**config.mk**
```make
export PLATFORM = sky130hd
export DESIGN_NAME = wallace_mult
export DESIGN_NICKNAME = d
export VERILOG_FILES = /design/src/rtl/wallace_plan_pkg.sv /design/src/rtl/wt_pp_gen.sv /design/src/rtl/wt_fa.sv /design/src/rtl/wt_ha.sv /design/src/rtl/wt_cpa.sv /design/src/rtl/wallace_mult.sv
export SDC_FILE = /design/constraint.sdc
export NUM_CORES = 1
export LEC_CHECK = 0
export ABC_CLOCK_PERIOD_IN_PS = 15250
export BUFFER_PORTS_ARGS = -buffer_cell sky130_fd_sc_hd__buf_2
export CAP_MARGIN = 40
export CORE_AREA = 2 2 39 41
export DETAILED_ROUTE_END_ITERATION = 10
export DIE_AREA = 0 0 41 43
export SETUP_SLACK_MARGIN = 0.4
export SLEW_MARGIN = 10
export SYNTH_ARGS = -nofsm -noshare
export SYNTH_HDL_FRONTEND = slang
export SYNTH_HIERARCHICAL = 1
export SYNTH_SLANG_ARGS = --single-unit
```
**constraint.sdc**
```tcl
create_clock -name vclk -period 15.25
set_clock_uncertainty 0.2 [all_clocks]
set_input_delay 3.05 -clock vclk [all_inputs]
set_output_delay 3.05 -clock vclk [all_outputs]
set_load 0.05 [all_outputs]
```
**src/rtl/wallace_plan_pkg.sv**
```systemverilog
// Elaboration-time planner for the counter tree. The functions replay the
// reduction of the partial-product column heights stage by stage, so the
// wiring in the top module can derive every count and offset from N alone.
// Assumes 2*N <= MAXW.
package wallace_plan_pkg;

    localparam int MAXW = 128;

    // Number of AND terms whose weight is column c in an n-by-n product.
    function automatic int init_height(input int n, input int c);
        int k;
        k = 0;
        for (int i = 0; i < n; i++)
            if ((c - i >= 0) && (c - i < n)) k++;
        return k;
    endfunction

    // Query the schedule. what: 0 = column height at stage s,
    // 1 = full adders placed there, 2 = half adders placed there,
    // 3 = tallest column entering stage s.
    function automatic int plan_query(input int n, input int s, input int c, input int what);
        int h  [MAXW];
        int nh [MAXW];
        int fa;
        int ha;
        int cin;
        int mx;
        for (int k = 0; k < MAXW; k++) begin
            h[k]  = (k < 2 * n) ? init_height(n, k) : 0;
            nh[k] = 0;
        end
        for (int st = 0; st <= s; st++) begin
            if (st == s && what == 3) begin
                mx = 0;
                for (int k = 0; k < 2 * n; k++)
                    if (h[k] > mx) mx = h[k];
                return mx;
            end
            cin = 0;
            for (int k = 0; k < 2 * n; k++) begin
                fa = 0;
                ha = 0;
                if (h[k] >= 3) begin
                    fa = h[k] / 3;
                    ha = (h[k] % 3 == 2) ? 1 : 0;
                end else if (h[k] == 2 && cin > 0) begin
                    ha = 1;
                end
                if (st == s && k == c) begin
                    if (what == 0) return h[k];
                    if (what == 1) return fa;
                    return ha;
                end
                nh[k] = h[k] - 2 * fa - ha + cin;
                cin   = fa + ha;
            end
            for (int k = 0; k < MAXW; k++) h[k] = nh[k];
        end
        return 0;
    endfunction

    // Flat bit offset of column c within stage s.
    function automatic int plan_offset(input int n, input int s, input int c);
        int o;
        o = 0;
        for (int k = 0; k < c; k++) o += plan_query(n, s, k, 0);
        return o;
    endfunction

    // Total bits alive in stage s.
    function automatic int plan_total(input int n, input int s);
        return plan_offset(n, s, 2 * n);
    endfunction

    // Number of counter layers until no column exceeds two bits.
    function automatic int plan_stages(input int n);
        for (int s = 0; s < 64; s++)
            if (plan_query(n, s, 0, 3) <= 2) return s;
        return 64;
    endfunction

endpackage

```
**src/rtl/wt_pp_gen.sv**
```systemverilog
// Partial-product generator. Emits every x[i]&y[j] bit, grouped by weight
// i+j, lowest column first, into one flat vector laid out as the planner
// expects. Assumes T equals the planner total for stage 0.
module wt_pp_gen
    import wallace_plan_pkg::*;
#(
    parameter int N = 4,
    parameter int T = 16
) (
    input  logic [N-1:0] x_i,
    input  logic [N-1:0] y_i,
    output logic [T-1:0] pp_o
);
    localparam int W = 2 * N;

    // One AND gate per operand bit pair, placed in its weight column.
    for (genvar c = 0; c < W; c++) begin : g_col
        localparam int H  = plan_query(N, 0, c, 0);
        localparam int OF = plan_offset(N, 0, c);
        localparam int LO = (c > N - 1) ? c - N + 1 : 0;
        for (genvar k = 0; k < H; k++) begin : g_bit
            assign pp_o[OF + k] = x_i[LO + k] & y_i[c - LO - k];
        end
    end
endmodule

```
**src/rtl/wt_fa.sv**
```systemverilog
// 3:2 counter. Three bits of equal weight in; a sum of that weight and a
// carry of the next weight out. No assumptions.
module wt_fa (
    input  logic a_i,
    input  logic b_i,
    input  logic c_i,
    output logic s_o,
    output logic c_o
);
    // Parity gives the sum, majority gives the carry.
    assign s_o = a_i ^ b_i ^ c_i;
    assign c_o = (a_i & b_i) | (a_i & c_i) | (b_i & c_i);
endmodule

```
**src/rtl/wt_ha.sv**
```systemverilog
// 2:2 counter. Two bits of equal weight in; sum and next-weight carry out.
module wt_ha (
    input  logic a_i,
    input  logic b_i,
    output logic s_o,
    output logic c_o
);
    // XOR for the sum, AND for the carry.
    assign s_o = a_i ^ b_i;
    assign c_o = a_i & b_i;
endmodule

```
**src/rtl/wt_cpa.sv**
```systemverilog
// Final carry-propagate adder for the two surviving rows. The result is
// taken modulo 2^W; the carry out of the top bit is never needed because
// the product always fits in W bits.
module wt_cpa #(
    parameter int W = 8
) (
    input  logic [W-1:0] a_i,
    input  logic [W-1:0] b_i,
    output logic [W-1:0] sum_o
);
    logic [W-1:0] cy;

    // Carry chain: generate or propagate from the bit below.
    always_comb begin
        cy[0] = 1'b0;
        for (int i = 1; i < W; i++)
            cy[i] = (a_i[i-1] & b_i[i-1]) | ((a_i[i-1] ^ b_i[i-1]) & cy[i-1]);
    end

    // Sum bits from the local propagate and the incoming carry.
    assign sum_o = a_i ^ b_i ^ cy;
endmodule

```
**src/rtl/wallace_mult.sv**
```systemverilog
// Wallace tree unsigned multiplier, top level. Builds the AND matrix,
// reduces it with planner-scheduled layers of 3:2 and 2:2 counters, and
// adds the last two rows. Purely combinational. Inside each layer the
// column bits are packed as [sums | pass-through | carries from below].
module wallace_mult
    import wallace_plan_pkg::*;
#(
    parameter int N = 4
) (
    input  logic [N-1:0]   x_i,
    input  logic [N-1:0]   y_i,
    output logic [2*N-1:0] prod_o
);
    localparam int W  = 2 * N;
    localparam int S  = plan_stages(N);
    localparam int T0 = plan_total(N, 0);
    localparam int TF = plan_total(N, S);

    logic [T0-1:0] pp;
    logic [TF-1:0] fv;
    logic [W-1:0]  row_a;
    logic [W-1:0]  row_b;

    wt_pp_gen #(.N(N), .T(T0)) u_pp (
        .x_i  (x_i),
        .y_i  (y_i),
        .pp_o (pp)
    );

    // One counter layer per stage; each layer reads only the previous one.
    for (genvar s = 0; s < S; s++) begin : g_stg
        localparam int TI = plan_total(N, s);
        localparam int TO = plan_total(N, s + 1);
        logic [TI-1:0] v;
        logic [TO-1:0] nv;

        if (s == 0) begin : g_src0
            assign v = pp;
        end else begin : g_srcn
            assign v = g_stg[s-1].nv;
        end

        for (genvar c = 0; c < W; c++) begin : g_col
            localparam int H   = plan_query(N, s, c, 0);
            localparam int NF  = plan_query(N, s, c, 1);
            localparam int NH  = plan_query(N, s, c, 2);
            localparam int IO  = plan_offset(N, s, c);
            localparam int OO  = plan_offset(N, s + 1, c);
            localparam int NP  = H - 3 * NF - 2 * NH;
            localparam int H1  = plan_query(N, s, c + 1, 0);
            localparam int NF1 = plan_query(N, s, c + 1, 1);
            localparam int NH1 = plan_query(N, s, c + 1, 2);
            localparam int CB  = plan_offset(N, s + 1, c + 1) + H1 - 2 * NF1 - NH1;

            for (genvar f = 0; f < NF; f++) begin : g_fa
                if (c < W - 1) begin : g_in
                    wt_fa u_fa (
                        .a_i (v[IO + 3*f]),
                        .b_i (v[IO + 3*f + 1]),
                        .c_i (v[IO + 3*f + 2]),
                        .s_o (nv[OO + f]),
                        .c_o (nv[CB + f])
                    );
                end else begin : g_top
                    logic drop;
                    wt_fa u_fa (
                        .a_i (v[IO + 3*f]),
                        .b_i (v[IO + 3*f + 1]),
                        .c_i (v[IO + 3*f + 2]),
                        .s_o (nv[OO + f]),
                        .c_o (drop)
                    );
                end
            end

            for (genvar k = 0; k < NH; k++) begin : g_ha
                if (c < W - 1) begin : g_in
                    wt_ha u_ha (
                        .a_i (v[IO + 3*NF + 2*k]),
                        .b_i (v[IO + 3*NF + 2*k + 1]),
                        .s_o (nv[OO + NF + k]),
                        .c_o (nv[CB + NF + k])
                    );
                end else begin : g_top
                    logic drop;
                    wt_ha u_ha (
                        .a_i (v[IO + 3*NF + 2*k]),
                        .b_i (v[IO + 3*NF + 2*k + 1]),
                        .s_o (nv[OO + NF + k]),
                        .c_o (drop)
                    );
                end
            end

            for (genvar p = 0; p < NP; p++) begin : g_pass
                assign nv[OO + NF + NH + p] = v[IO + 3*NF + 2*NH + p];
            end
        end
    end

    // Hand the last layer (or the raw matrix, if nothing needed reducing) on.
    if (S == 0) begin : g_fin0
        assign fv = pp;
    end else begin : g_finn
        assign fv = g_stg[S-1].nv;
    end

    // Split each column of at most two bits into the two adder rows.
    for (genvar c = 0; c < W; c++) begin : g_row
        localparam int HF = plan_query(N, S, c, 0);
        localparam int OF = plan_offset(N, S, c);
        if (HF >= 1) begin : g_a
            assign row_a[c] = fv[OF];
        end else begin : g_az
            assign row_a[c] = 1'b0;
        end
        if (HF >= 2) begin : g_b
            assign row_b[c] = fv[OF + 1];
        end else begin : g_bz
            assign row_b[c] = 1'b0;
        end
    end

    wt_cpa #(.W(W)) u_cpa (
        .a_i   (row_a),
        .b_i   (row_b),
        .sum_o (prod_o)
    );
endmodule

```
==> flow_summary_export.csv, run 1 <==
group,metric,value,unit
cells_and_area,design.seq.count,0,
clock_network,hold_buffers,0,
synthesis,yosysTopAreaCellShare,0.513,
clock_network,post_cts_buffers,0,
synthesis,syn_area,390,um^2
cells_and_area,register_area,0,um^2
placed_design,post-place-ws,5.56,ns
placed_design,io_buffers,16,
global_routing,grt_pass1_vias,297,
cells_and_area,nClkBuffers,0,
die,die_w,41,um
detailed_routing,routedWlPerCell,9.97,um
run,maxCapViolCount,0,
detailed_routing,dr.pass1.iters,3,
synthesis,synth_area_leader_cell,"fa_1",
die,initial_core_util,0.282,
critical_path,crit_arrival,6.40,ns
cells_and_area,fin_nets,77,
critical_path,critPathKind,"input pin to primary output",
die,fp.dieArea,1760,um^2
timing,timing.final.crit_share,0.633,
timing,setup_slack,5.60,ns
timing,fin_crit,9.65,ns
cells_and_area,area_growth_syn_to_layout,28.5,%
die,core-area,1380,um^2
worst_hold_path,whs_endpoint,"prod_o[0]",
detailed_routing,drtIter0Drc,2,
global_routing,grt_max_degree,5,
pwr,ir_drop,0.0406,mV
critical_path,required,12.00,ns
critical_path,critPathLaunchType,"input pin",
clock_network,cts_resized,0,
cells_and_area,final_cell_mix,"buf_2 (16), and2_1 (16), fa_1 (10), ha_1 (5), conb_1 (4)",
cells_and_area,drive_gt1_frac,0.308,
detailed_routing,route.detailed.drc,0,
synthesis,ys_seq_area_frac,0,
detailed_routing,wl,678,um
cells_and_area,fillCellCount,153,
critical_path,slowest_stage,"fa_1",
synthesis,yosysWarnings,6,
timing,setup_tns,0,ns
detailed_routing,vias,288,
cells_and_area,multi_input_area,402,um^2
pwr,p_per_area,85.1,nW/um^2
timing,rsz0062_at_grt,"no",
status,status,"finished, final reports clean",
die,die_y,43,um
synthesis,netlist_instances,33,
critical_path,path_cells,"buf_2 > and2_1 > fa_1 > fa_1 > fa_1 > fa_1 > fa_1 > fa_1 > xor3_1 > buf_2",
synthesis,yosys-top-cells-area,"fa_1 (51%), and2_1 (26%), ha_1 (16%)",
global_routing,grt_pass1_wl,1170,um
worst_hold_path,worstHoldStart,"y_i[0]",
global_routing,gr-total-overflow,0,
timing,finalSetupViolations,0,
die,rows,14,
detailed_routing,vias_per_cell,4.24,
cells_and_area,final_util,0.363,
timing,fmax,104,MHz
pwr,p_leak,0.267,nW
timing,drv_slew,0,
placed_design,dpl-instance-area,502,um^2
cells_and_area,fin_area,502,um^2
timing,hold_violations,0,
critical_path,critPathMaxStageDelay,0.52,ns
worst_hold_path,min_path_cells,4,
timing,fin_hold_ws,6.49,ns
die,ios,16,
synthesis,syn_area_per_cell,11.8,um^2
placed_design,place_congestion,0.699,
critical_path,crit_path_frequent_cell,"fa_1",
critical_path,path_max_fanout,4,
critical_path,worstSetupEndpointType,"primary output",
detailed_routing,postRouteAntennaNets,0,
worst_hold_path,holdCritPathClass,"input pin to primary output",
cells_and_area,antennaDiodeCount,0,
global_routing,grt_use_total,0.0901,
global_routing,antenna_found_initial,0,
synthesis,yosysUniqueCellTypes,5,
placed_design,place.detailed.hpwl,645,um
worst max-delay path, delay by kind of cell:
family        cells  cell delay, ns
buf+inv           2            0.38
xor+xnor          1            0.19
simple gates      1            0.17
fa+ha+maj         6            2.62
cell type report:
| type | count | share of cell area |
|---|---|---|
| Multi-Input combinational cell | 36 | 0.800 |
| Tap cell | 16 | 0.0399 |
| Timing Repair Buffer | 16 | 0.160 |
synth_stat cells (all sizes together):
cell type and count:
xor3 1, ha 5, conb 1, and2 16
fa 10
worst max-delay path by stage:
stage / start / cells after the start / endpoint / slack, ns
after floorplan: y_i[3] / 8 / prod_o[7] / 5.69
after global placement: y_i[3] / 10 / prod_o[7] / 5.59
after detailed placement: y_i[3] / 10 / prod_o[7] / 5.56
after CTS: y_i[3] / 10 / prod_o[7] / 5.56
after global routing: y_i[3] / 10 / prod_o[7] / 5.49
final: y_i[3] / 10 / prod_o[7] / 5.60
power by group:
| part | leakage (nW) | internal [mW] | switching, mW |
|---|---|---|---|
| combinational | 0.267 | 0.0112 | 0.0315 |
| clock | 0 | 0 | 0 |
| sequential | 0 | 0 | 0 |
| total | 0.267 | 0.0112 | 0.0315 |
through the flow:
stage | instances | total power, mW
3_3_place_gp | 68 | 0.0432
5_1_grt | 68 | 0.0470
6_report | 68 | 0.0427
2_1_floorplan | 36 | 0.0388
3_5_place_dp | 68 | 0.0437
4_1_cts | 68 | 0.0438
cell families (layout without fill, tap and decap cells):
family | Yosys count | count (layout) | share of synthesized area
and+or+nand+nor | 16 | 16 | 0.256
other | 1 | 4 | 0.00961
xor gates and xnor gates | 1 | 1 | 0.0609
adders and majority gates | 15 | 15 | 0.673
buffers and inverters | 0 | 16 | 0
per-layer routing:
| metal | wire length (um) | global-route usage |
|---|---|---|
| met2 | 342 | 0.156 |
| met5 | 0 | 0 |
| met1 | 282 | 0.125 |
| met4 | 0 | 0 |
| met3 | 53 | 0.00524 |
(Power assumes the default switching activity.)
==> run 2: changes to the inputs <==
--- a/config.mk
+++ b/config.mk
@@ -5,7 +5,8 @@
 export SDC_FILE = /design/constraint.sdc
 export NUM_CORES = 1
 export LEC_CHECK = 0
-export ABC_CLOCK_PERIOD_IN_PS = 15250
+export ABC_AREA = 1
+export ABC_CLOCK_PERIOD_IN_PS = 9950
 export BUFFER_PORTS_ARGS = -buffer_cell sky130_fd_sc_hd__buf_2
 export CAP_MARGIN = 40
 export CORE_AREA = 2 2 39 41
==> constraint.sdc (replaced) <==
create_clock -name vclk -period 9.95
set_clock_uncertainty 0.2 [all_clocks]
set_input_delay 1.99 -clock vclk [all_inputs]
set_output_delay 1.99 -clock vclk [all_outputs]
set_load 0.05 [all_outputs]
==> flow_summary_export.csv, run 2 <==
group,metric,value,unit
status,status,"finished, final reports clean",
die,fp.dieArea,1760,um^2
pwr,p_leak,0.396,nW
detailed_routing,routedWlPerCell,7.55,um
detailed_routing,wl,702,um
critical_path,cp-startpoint,"y_i[3]",
timing,timing.final.crit_share,0.750,
global_routing,grt_pass1_wl,1240,um
pwr,p_clk_frac,0,
critical_path,critPathMaxStageDelay,0.51,ns
global_routing,gr-total-overflow,0,
cells_and_area,fin_nets,102,
placed_design,io_buffers,16,
critical_path,worstSetupEndpointType,"primary output",
critical_path,critPathKind,"input pin to primary output",
cells_and_area,drive_gt1_frac,0.221,
cells_and_area,fin_area,539,um^2
cells_and_area,final_common_cell,"nand2_1",
critical_path,path_max_fanout,4,
timing,setup_tns,0,ns
die,die_w,41,um
die,rows,14,
synthesis,yosysTopAreaCellShare,0.472,
critical_path,path_cells,"buf_2 > nand2_1 > inv_1 > fa_1 > fa_1 > fa_1 > fa_1 > fa_1 > fa_1 > inv_1 > nand3_1 > nand2_1 > buf_2",
synthesis,syn_area,424,um^2
pwr,p_int,0.0161,mW
placed_design,place_congestion,0.692,
die,ios,16,
cells_and_area,final_cell_mix,"nand2_1 (20), inv_1 (19), buf_2 (16), fa_1 (10)",
die,core-area,1380,um^2
die,initial_core_util,0.307,
pwr,p_sw_frac,0.753,
detailed_routing,route.detailed.drc,0,
critical_path,critical-path-top-delay-family,"adder cells",
clock_network,post_cts_buffers,0,
pwr,power.total,0.0652,mW
synthesis,netlist_instances,57,
detailed_routing,vias,381,
pwr,p_sw,0.0491,mW
critical_path,worstSetupEndpoint,"prod_o[7]",
timing,fmax,134,MHz
pwr,comb_power_share,1.000,
placed_design,place.detailed.hpwl,700,um
cells_and_area,register_area,0,um^2
cells_and_area,final_util,0.390,
timing,finalSetupViolations,0,
placed_design,dp_cells,93,
synthesis,syn_area_per_cell,7.44,um^2
critical_path,cp_num_buf_inv,4,
global_routing,grt_pass1_vias,341,
synthesis,yosys-top-cells-area,"fa_1 (47%), nand2_1 (18%), inv_1 (17%)",
clock_network,hold_buffers,0,
synthesis,yosys-top-cells-count,"nand2_1 (20), inv_1 (19), fa_1 (10), ha_1 (5)",
run,maxCapViolCount,0,
critical_path,crit_cells,13,
global_routing,grt_max_degree,5,
critical_path,slowest_stage,"fa_1",
synthesis,yosysWarnings,6,
synthesis,synth_most_common_cell,"nand2_1",
synthesis,synth_area_leader_cell,"fa_1",
cells_and_area,antennaDiodeCount,0,
synthesis,yosysUniqueCellTypes,7,
timing,drv_slew,0,
detailed_routing,dr.pass1.iters,1,
cells_and_area,area_growth_syn_to_layout,27.1,%
die,die_y,43,um
detailed_routing,drtIter0Drc,0,
pwr,seqPwrFrac,0,
worst_hold_path,holdCritPathClass,"input pin to primary output",
detailed_routing,vias_per_cell,4.10,
synthesis,ys_seq_area_frac,0,
critical_path,required,7.76,ns
global_routing,grt_use_total,0.0963,
placed_design,dpl-instance-area,539,um^2
cells_and_area,nClkBuffers,0,
pwr,ir_drop,0.0553,mV
global_routing,antenna_found_initial,0,
critical_path,crit_arrival,5.28,ns
cells_and_area,stdcell_count,93,
timing,rsz0062_at_grt,"no",
pwr,p_per_area,121,nW/um^2
timing,hold_violations,0,
clock_network,cts_resized,0,
cells_and_area,design.seq.count,0,
timing,fin_crit,7.47,ns
critical_path,critPathLaunchType,"input pin",
critical_path,crit_path_frequent_cell,"fa_1",
detailed_routing,postRouteAntennaNets,0,
## run 2: changes by cell type in the layout (fill, tap and decap cells not counted), sizes merged
cell / change
and2: -16
conb: +1
inv: +19
nand2: +21
nand3: +1
xor3: -1
## run 2: area by class of cell
type / count / area, um^2
fillers: 160 / 845
inverters: 19 / 71.3
multi-input cells: 42 / 368
well taps: 16 / 20.0
repair buffers: 16 / 80.1
## run 2: cell families (layout without fill, tap and decap cells)
logic type	after synthesis	count (layout)	share of synthesized area
adders and majority gates	15	15	0.619
buffers and inverters	19	35	0.168
and+or+nand+nor	22	22	0.204
other	1	5	0.00884
## run 2: tightest hold or removal path, delay by kind of cell
kind | cells | cell delay (ns)
fa+ha+maj | 1 | 0.12
simple gates | 1 | 0.05
buf+inv | 3 | 0.41
## run 2: power by group through the flow
stage / Sequential, mW / Clock, mW / Combinational (mW)
3_3_place_gp: 0 / 0 / 0.0662
3_5_place_dp: 0 / 0 / 0.0666
5_1_grt: 0 / 0 / 0.0730
6_report: 0 / 0 / 0.0652
4_1_cts: 0 / 0 / 0.0667
2_1_floorplan: 0 / 0 / 0.0593
## run 2: worst min-delay path by stage
stage           start         to  slack, ns  depth (start not counted)
6_report       x_i[0]  prod_o[0]       4.36                          5
5_1_grt        y_i[0]  prod_o[0]       4.41                          5
4_1_cts        x_i[0]  prod_o[0]       4.37                          5
3_5_place_dp   x_i[0]  prod_o[0]       4.37                          5
3_3_place_gp   y_i[0]  prod_o[0]       4.36                          5
2_1_floorplan  y_i[0]  prod_o[0]       4.25                          3
## run 2: per-stage QoR
stage	setup slack [ns]	hold WS [ns]
final	2.48	4.36
after global routing	2.30	4.41
after CTS	2.45	4.37
after detailed placement	2.45	4.37
after global placement	2.48	4.36
after floorplan	2.63	4.25
## run 2: metal layers
layer	share of wire	routed length (um)	track usage	up-vias
met5	0	0	0	-
met4	0	0	0	0
met3	0.071	50	0	0
met2	0.54	377	0.188	11
met1	0.39	274	0.116	178
li1	-	-	-	192
==> run 3: changes to the inputs <==
--- a/config.mk
+++ b/config.mk
@@ -5,8 +5,8 @@
 export SDC_FILE = /design/constraint.sdc
 export NUM_CORES = 1
 export LEC_CHECK = 0
-export ABC_AREA = 1
-export ABC_CLOCK_PERIOD_IN_PS = 9950
+export ABC_AREA = 0
+export ABC_CLOCK_PERIOD_IN_PS = 6900
 export BUFFER_PORTS_ARGS = -buffer_cell sky130_fd_sc_hd__buf_2
 export CAP_MARGIN = 40
 export CORE_AREA = 2 2 39 41
==> constraint.sdc (replaced) <==
create_clock -name vclk -period 6.9
set_clock_uncertainty 0.2 [all_clocks]
set_input_delay 1.38 -clock vclk [all_inputs]
set_output_delay 1.38 -clock vclk [all_outputs]
set_load 0.05 [all_outputs]
==> flow_summary_export.csv, run 3 (synthesis gave the netlist of run 1 again) <==
group,metric,value,unit
pwr,p_sw,0.0698,mW
critical_path,crit_arrival,4.75,ns
critical_path,slowest_stage,"fa_1",
timing,drv_slew,0,
cells_and_area,drive_gt1_frac,0.308,
placed_design,io_buffers,16,
detailed_routing,wl,663,um
die,rows,14,
critical_path,path_cells,"buf_2 > and2_1 > fa_1 > fa_1 > fa_1 > fa_1 > fa_1 > fa_1 > xor3_1 > buf_2",
critical_path,worstSetupEndpointType,"primary output",
clock_network,hold_buffers,0,
pwr,p_clk_frac,0,
timing,finalSetupViolations,0,
global_routing,gr-total-overflow,0,
clock_network,post_cts_buffers,0,
timing,fin_crit,6.33,ns
detailed_routing,dr.max_layer_used,"met3",
cells_and_area,multi_input_area,402,um^2
timing,rsz0062_at_grt,"no",
cells_and_area,design.seq.count,0,
detailed_routing,vias_per_cell,4.19,
detailed_routing,wl_met3,31,um
timing,setup_tns,0,ns
placed_design,dpl-instance-area,502,um^2
cells_and_area,stdcell_count,68,
die,core-area,1380,um^2
global_routing,grt_pass1_wl,1170,um
die,ios,16,
status,status,"finished, final reports clean",
pwr,ir_drop,0.0902,mV
placed_design,place_congestion,0.768,
clock_network,cts_resized,0,
global_routing,grt_use_total,0.0914,
critical_path,critPathLaunchType,"input pin",
die,die_w,41,um
pwr,seqPwrFrac,0,
cells_and_area,fillCellCount,149,
timing,fmax,158,MHz
run,maxCapViolCount,0,
die,die_y,43,um
pwr,comb_power_share,1.000,
placed_design,post-place-ws,0.534,ns
critical_path,critPathKind,"input pin to primary output",
die,fp.dieArea,1760,um^2
timing,timing.final.crit_share,0.918,
detailed_routing,postRouteAntennaNets,0,
pwr,p_leak,0.267,nW
pwr,p_per_area,189,nW/um^2
critical_path,critPathMaxStageDelay,0.52,ns
detailed_routing,route.detailed.drc,0,
detailed_routing,wl_met1,294,um
detailed_routing,vias,285,
die,initial_core_util,0.282,
global_routing,grt_pass1_vias,282,
critical_path,crit_path_frequent_cell,"fa_1",
detailed_routing,drtIter0Drc,0,
timing,setup_slack,0.568,ns
pwr,p_sw_frac,0.735,
pwr,p_int,0.0252,mW
detailed_routing,dr.pass1.iters,1,
cells_and_area,fin_area,502,um^2
cells_and_area,final_cell_mix,"buf_2 (16), and2_1 (16), fa_1 (10), ha_1 (5), conb_1 (4)",
detailed_routing,routedWlPerCell,9.75,um
worst_hold_path,holdCritPathClass,"input pin to primary output",
placed_design,dp_cells,68,
cells_and_area,register_area,0,um^2
global_routing,grt_max_degree,5,
detailed_routing,wl_met2,336,um
cells_and_area,antennaDiodeCount,0,
critical_path,required,5.32,ns
cells_and_area,fin_nets,77,
timing,hold_violations,0,
cells_and_area,nClkBuffers,0,
global_routing,antenna_found_initial,0,
critical_path,path_max_fanout,4,
cells_and_area,area_growth_syn_to_layout,28.5,%
run 3: worst max-delay path: cells and delay by family:
family / cells / cell delay (ns)
AND/OR/NAND/NOR: 1 / 0.17
buffers and inverters: 2 / 0.37
XOR/XNOR: 1 / 0.19
adder cells (fa/ha/maj): 6 / 2.64
run 3: power by group through the flow:
stage | Clock [mW] | Combinational, mW | Sequential (mW)
finish | 0 | 0.0950 | 0
CTS | 0 | 0.0973 | 0
global route | 0 | 0.104 | 0
floorplan | 0 | 0.0858 | 0
global placement | 0 | 0.0956 | 0
detailed placement | 0 | 0.0968 | 0
run 3: stage by stage:
stage / utilization / total power, mW / hold WS (ns)
5_1_grt: 0.363 / 0.104 / 3.19
3_5_place_dp: 0.363 / 0.0968 / 3.16
2_1_floorplan: - / 0.0858 / 3.06
4_1_cts: 0.363 / 0.0973 / 3.16
3_3_place_gp: 0.363 / 0.0956 / 3.15
6_report: 0.363 / 0.0950 / 3.15
run 3: final cells by class:
cell class | instances | area share
multi-input combinational | 36 | 0.800
tap | 16 | 0.0399
timing repair buffer | 16 | 0.160
run 3: per-layer routing:
metal  GRT usage  vias up
li1            -      138
met1       0.147      135
met2       0.144       12
met3           0        0
met4           0        0
met5           0        -
run 3: worst paths after layout:
kind                  startpoint        end  slack, ns  depth (start not counted)
worst max-delay path      y_i[3]  prod_o[7]       0.57                         10
worst min-delay path      y_i[0]  prod_o[0]       3.15                          4
